**src/rtl/dbuf_pkg.sv**
```systemverilog
package dbuf_pkg;
  parameter int unsigned DBUF_W = 16;
  typedef logic [DBUF_W-1:0] dword_t;
endpackage

```
**src/rtl/dbuf_fifo.sv**
```systemverilog
module dbuf_fifo
  import dbuf_pkg::*;
#(
  parameter int unsigned DEPTH = 8
) (
  input  logic   clk,
  input  logic   rst,
  input  logic   push,
  input  dword_t din,
  input  logic   pop,
  output dword_t dout,
  output logic   full,
  output logic   empty
);
  localparam int unsigned AW = (DEPTH > 1) ? $clog2(DEPTH) : 1;
  localparam int unsigned CW = $clog2(DEPTH + 1);
  localparam logic [AW-1:0] LAST = AW'(DEPTH - 1);
  localparam logic [CW-1:0] FULLC = CW'(DEPTH);

  dword_t        mem [DEPTH];
  logic [AW-1:0] wptr, rptr;
  logic [CW-1:0] count;

  // Write port and registered read port, in the form block RAM inference expects
  always_ff @(posedge clk) begin
    if (push) mem[wptr] <= din;
    if (pop) dout <= mem[rptr];
  end

  always_ff @(posedge clk) begin
    if (rst) begin
      wptr  <= '0;
      rptr  <= '0;
      count <= '0;
    end else begin
      if (push) wptr <= (wptr == LAST) ? '0 : wptr + 1'b1;
      if (pop) rptr <= (rptr == LAST) ? '0 : rptr + 1'b1;
      case ({push, pop})
        2'b10:   count <= count + 1'b1;
        2'b01:   count <= count - 1'b1;
        default: count <= count;
      endcase
    end
  end

  assign full  = (count == FULLC);
  assign empty = (count == '0);


  no_overflow_chk: assert property (@(posedge clk) disable iff (rst) push |-> !full);

  no_underflow_chk: assert property (@(posedge clk) disable iff (rst) pop |-> !empty);
endmodule

```
**src/rtl/dbuf_inreg.sv**
```systemverilog
module dbuf_inreg
  import dbuf_pkg::*;
(
  input  logic   clk,
  input  logic   rst,
  input  logic   wr_en,
  input  dword_t wr_data,
  input  logic   fifo_full,
  output logic   push,
  output dword_t push_data,
  output logic   in_rdy,
  output logic   overrun
);
  logic   held;
  dword_t hold_q;

  assign push      = held && !fifo_full;
  assign push_data = hold_q;
  assign in_rdy    = !held;

  always_ff @(posedge clk) begin
    if (rst) begin
      held    <= 1'b0;
      hold_q  <= '0;
      overrun <= 1'b0;
    end else begin
      if (wr_en && !held) begin
        hold_q <= wr_data;
        held   <= 1'b1;
      end else if (push) begin
        held <= 1'b0;
      end
      if (wr_en && held) overrun <= 1'b1;
    end
  end


  wr_drops_rdy_chk: assert property (@(posedge clk) disable iff (rst)
    (wr_en && in_rdy) |=> !in_rdy);

  overrun_sticky_chk: assert property (@(posedge clk) disable iff (rst)
    overrun |=> overrun);
endmodule

```
**src/rtl/dbuf_outreg.sv**
```systemverilog
module dbuf_outreg
  import dbuf_pkg::*;
(
  input  logic   clk,
  input  logic   rst,
  input  logic   rd_en,
  input  logic   fifo_empty,
  input  dword_t fifo_dout,
  output logic   pop,
  input  logic   chk_fail,
  input  dword_t chk_word,
  input  logic   frz_clr,
  output dword_t rd_data,
  output logic   out_rdy,
  output logic   frozen
);
  logic   pend;
  dword_t data_q;

  assign pop     = !out_rdy && !pend && !frozen && !fifo_empty && !chk_fail;
  assign rd_data = data_q;

  always_ff @(posedge clk) begin
    if (rst) begin
      pend    <= 1'b0;
      out_rdy <= 1'b0;
      frozen  <= 1'b0;
      data_q  <= '0;
    end else begin
      pend <= pop;
      if (chk_fail) begin
        data_q  <= chk_word;
        out_rdy <= 1'b1;
        frozen  <= 1'b1;
      end else if (frozen) begin
        if (frz_clr) begin
          frozen  <= 1'b0;
          out_rdy <= 1'b0;
        end
      end else if (pend) begin
        data_q  <= fifo_dout;
        out_rdy <= 1'b1;
      end else if (rd_en && out_rdy) begin
        out_rdy <= 1'b0;
      end
    end
  end


  frozen_stable_chk: assert property (@(posedge clk) disable iff (rst)
    (frozen && !frz_clr && !chk_fail) |=> ($stable(rd_data) && out_rdy));

  freeze_sets_rdy_chk: assert property (@(posedge clk) disable iff (rst)
    chk_fail |=> (frozen && out_rdy));
endmodule

```
**src/rtl/dbuf_port.sv**
```systemverilog
module dbuf_port
  import dbuf_pkg::*;
#(
  parameter int unsigned DEPTH = 8
) (
  input  logic              clk,
  input  logic              rst,
  input  logic              wr_en,
  input  logic [DBUF_W-1:0] wr_data,
  input  logic              rd_en,
  output logic [DBUF_W-1:0] rd_data,
  output logic              in_rdy,
  output logic              out_rdy,
  output logic              overrun,
  output logic              fifo_full,
  output logic              fifo_empty,
  input  logic              chk_fail,
  input  logic [DBUF_W-1:0] chk_word,
  input  logic              frz_clr,
  output logic              frozen
);
  logic   push, pop;
  dword_t push_data, fifo_dout;

  dbuf_inreg u_in (
    .clk, .rst, .wr_en, .wr_data, .fifo_full,
    .push, .push_data, .in_rdy, .overrun
  );

  dbuf_fifo #(.DEPTH(DEPTH)) u_fifo (
    .clk, .rst, .push, .din(push_data), .pop,
    .dout(fifo_dout), .full(fifo_full), .empty(fifo_empty)
  );

  dbuf_outreg u_out (
    .clk, .rst, .rd_en, .fifo_empty, .fifo_dout, .pop,
    .chk_fail, .chk_word, .frz_clr, .rd_data, .out_rdy, .frozen
  );
endmodule

```
**config.mk**
```make
export PLATFORM = sky130hd
export DESIGN_NAME = dbuf_port
export DESIGN_NICKNAME = d
export VERILOG_FILES = /design/src/rtl/dbuf_pkg.sv /design/src/rtl/dbuf_fifo.sv /design/src/rtl/dbuf_inreg.sv /design/src/rtl/dbuf_outreg.sv /design/src/rtl/dbuf_port.sv
export SDC_FILE = /design/constraint.sdc
export NUM_CORES = 1
export LEC_CHECK = 0
export ABC_AREA = 1
export BUFFER_PORTS_ARGS = -buffer_cell sky130_fd_sc_hd__buf_4
export CELL_PAD_IN_SITES_DETAIL_PLACEMENT = 1
export CELL_PAD_IN_SITES_GLOBAL_PLACEMENT = 2
export CORE_AREA = 2 2 182 131
export CTS_CLUSTER_DIAMETER = 120
export DETAILED_ROUTE_END_ITERATION = 12
export DIE_AREA = 0 0 184 133
export GPL_ROUTABILITY_DRIVEN = 0
export PLACE_DENSITY_LB_ADDON = 0.2
export SLEW_MARGIN = 20
export SYNTH_ARGS = -nofsm -noshare
export SYNTH_HDL_FRONTEND = slang
export SYNTH_HIERARCHICAL = 1
export SYNTH_SLANG_ARGS = --single-unit
```
**constraint.sdc**
```tcl
create_clock -name clk -period 3.64 [get_ports clk]
set_input_delay 0.182 -clock clk [delete_from_list [all_inputs] [get_ports clk]]
set_output_delay 0.182 -clock clk [all_outputs]
set_load 0.05 [all_outputs]
```
==> reports/qor_table.md <==
| Item | Value | Unit |
|:---|:---|:---|
| Run status | complete, no violations | - |
| Post-synthesis to final-layout area growth | 16.0 | % |
| Avg Cell Area, Syn | 10.9 | µm² |
| Critical R2R Launch | u_fifo/count[1] | - |
| Crit path capture type | flop | - |
| Fraction of layout instances using a drive strength above 1 | 14.3 | % |
| Clk pin slew, worst setup/hold paths | 0.08 | ns |
| DR iter-0 viols | 382 | - |
| Setup WS post-layout | 0.970 | ns |
| Fraction of power consumed by the clock network | 32.2 | % |
| Leakage power figure | 3.52 | nW |
| Routed length per placed instance | 18.5 | µm |
| Worst Path Required | 3.96 | ns |
| Sum of internal, switching and leakage power | 0.00581 | W |
| Max Clock Freq | 374 | MHz |
| Overall via count from detail_route | 5223 | - |
| Power density cells | 641 | nW/µm² |
| Most common library cells after synthesis | edfxtp_1 (144), nor2_1 (144), nand2_1 (131) | - |
| Count of clock tree sinks | 191 | - |
| Number of antenna violations at the first check in global routing | 0 | - |
| Number of flops mapped to enable cells by yosys | 144 | - |
| Horizontal extent of the die | 184 | µm |
| I/O pin count | 60 | - |
| Top area cells in the synthesized netlist | edfxtp_1 (55%), dfxtp_1 (12%), nor2_1 (6.9%) | - |
| Routed wire length | 20.0 | mm |
| Clk buf depth | 2 | - |
| Number of CTS-inserted buffers | 17 | - |
| CP Data Arrival Time | 2.99 | ns |
| Number of nets in the final layout | 821 | - |
| Clock tree root buffer cell | clkbuf_16 | - |
| Clock tree from TritonCTS | yes | - |
| Number of setup violations in the final report | 0 | - |
| Net Count, Synth | 764 | - |
| Number of buffers inserted by port buffering | 59 | - |
| H-tree levels | 4 | - |
| Final setup TNS | 0 | ns |
| Flops & latches, synth | 191 | - |
| Area of the mapped netlist | 7810 | µm² |
| DRT antenna net count | 0 | - |
| Via count of the first global-routing pass | 5383 | - |
| Number of hold violations in the final report | 0 | - |
| Count of mapped cells out of synthesis | 719 | - |
| Sequential area share after synthesis | 67.4 | % |
| Starting utilization of the core area | 34.1 | % |
| Count of unresolved DRC violations after routing | 0 | - |
| Setup repair after global routing missed its margin | no | - |
| Tot GR Track Use | 17.0 | % |
| Clock latency on the worst-skew pair | 0.43 | ns |
| Worst hold path class | input port to flop | - |
| Nature of the critical path startpoint | flop | - |
| Antenna diode instance count | 0 | - |
| Number of rows created at floorplan | 47 | - |
| DP Wirelength | 13.5 | mm |
| Most used flip-flop cell after synthesis | edfxtp_1 | - |
| Max FO, Critical Path | 9 | - |
| Synthesis warning total | 6 | - |
| Destination of the worst register-to-register timing path | u_fifo/count[2] | - |
| Global-route wire length before repair | 31.0 | mm |
| Number of distinct standard cells referenced by the synthesized netlist | 31 | - |
| Reported net switching power | 0.00188 | W |
| Sequential power share | 46.9 | % |
| Share of synthesized flip-flops with an asynchronous set or reset | 0 | % |
| Cell depth of the worst flop-to-flop path | 14 | - |
| Worst slew slack as a fraction of its limit | 45.5 | % |
| Global route overflow | 0 | - |
| Setup slack at placement | 1.01 | ns |
| Final slew viol count | 0 | - |
| Router iterations before antenna repair | 4 | - |
| Transition time of the tightest slew-check pin | 0.817 | ns |
| Path type of the worst setup path | flop to flop | - |
| Internal Power | 0.00393 | W |
| Core Box Area | 22900 | µm² |
| Clock period minus worst slack | 2.67 | ns |
| Maximum number of pins on one net before global-route repair | 68 | - |
| Yosys top cell area share | 55.3 | % |
| Logic gate share of total power | 20.9 | % |
| Final period util | 73.4 | % |
| Die Area | 24500 | µm² |
| Number of maximum-capacitance violations | 0 | - |
| Max IR drop VDD | 0.310 | mV |
| Worst Skew | 0.0163 | ns |
| Cell taking the most area after synthesis | edfxtp_1 | - |
| Critical Path End | u_fifo/count[2] | - |
| FF-to-FF setup slack | 0.97 | ns |
| Sw frac | 32.4 | % |
| Via-per-instance ratio | 4.82 | - |
| Die height | 133 | µm |
| Worst setup startpoint | u_fifo/count[1] | - |
[registers in the layout, summed over array words and instances (netlist names), 3 cells and up]
register	flops
u_fifo/wptr	3
u_fifo/count	4
u_fifo/rptr	3
u_out/rd_data	16
u_in/push_data	16
u_fifo/mem	128
u_fifo/dout	16
[routing by layer]
metal,track usage [%],share of wire (%)
met1,24.9,50
met3,3.66,5.7
met5,0,0
met4,4.13,1.0
met2,25.9,43
[worst min path at each step]
stage                    start                 to  cells past startpoint
finish                     rst     u_fifo/wptr[0]                      2
global placement       frz_clr       u_out/frozen                      4
CTS                 wr_data[9]  u_in/push_data[9]                      5
detailed placement     frz_clr       u_out/frozen                      4
floorplan                  rst     u_fifo/rptr[1]                      1
global route               rst       u_out/frozen                      2
[cell usage in the layout (no fill, tap or decap), drive strengths merged, types with 2 or more instances in the layout]
cell type / n
nor3: 4
nand2: 133
dfxtp: 47
xnor2: 2
nand3: 23
a21oi: 14
clkbuf: 20
o21ai: 88
edfxtp: 144
clkinv: 6
nor2: 145
o22ai: 16
ha: 7
buf: 71
mux2i: 16
inv: 49
[cell type report]
type,instances,area (µm²)
tap,294,368
timing repair buffer,72,543
inverter,43,171
fill,2542,13900
sequential,191,5270
clock buffer,20,479
clock inverter,12,115
multi-input combinational,451,2120
[power groups by stage]
stage | Combinational [W] | Sequential (W) | Clock, W
after floorplan | 0.000789 | 0.00279 | 0
after global placement | 0.00120 | 0.00277 | 0
after detailed placement | 0.00122 | 0.00278 | 0
after CTS | 0.00123 | 0.00273 | 0.00191
after global routing | 0.00135 | 0.00275 | 0.00199
final | 0.00121 | 0.00273 | 0.00187
[kinds of logic (layout without fill, tap and decap cells)]
family | Yosys count | count (layout) | synth area share, %
adder cells (fa/ha/maj) | 7 | 7 | 1.12
XOR/XNOR | 2 | 2 | 0.224
flip-flops | 191 | 191 | 67.4
AND/OR/NAND/NOR | 307 | 307 | 15.8
buffers and inverters | 77 | 147 | 5.56
AO/OA/AOI/OAI | 119 | 119 | 7.91
multiplexers | 16 | 16 | 2.05
[stage by stage]
step | utilization, % | hold WS, ns | instance area (µm²) | std cells
finish | 39.5 | 0.0457 | 9060 | 1083
detailed placement | 36.9 | 0.463 | 8460 | 1050
global route | 39.5 | 0.0590 | 9060 | 1083
CTS | 39.5 | 0.0312 | 9060 | 1083
global placement | 36.9 | 0.456 | 8460 | 1050
floorplan | - | 0.251 | 7810 | 719
[worst max-delay path: stages, from the launching register on]
cell     delay, ns
dfxtp_1       0.34
inv_1         0.09
nand2_1       0.08
nor3_1        0.44
nor2_1        0.17
inv_1         0.29
ha_1          0.29
nand2_1       0.07
inv_1         0.07
nor2_1        0.06
ha_1          0.18
a21oi_1       0.17
xnor2_1       0.10
o21ai_0       0.15
inv_1         0.06
[repair_timing]
item,in CTS,in global routing
setup endpoints to repair,0,0
hold buffers,1,0
hold endpoints to repair,1,0
buffers inserted,0,0
gates resized for setup,0,0
No activity file was read; power rests on OpenSTA's default activity.
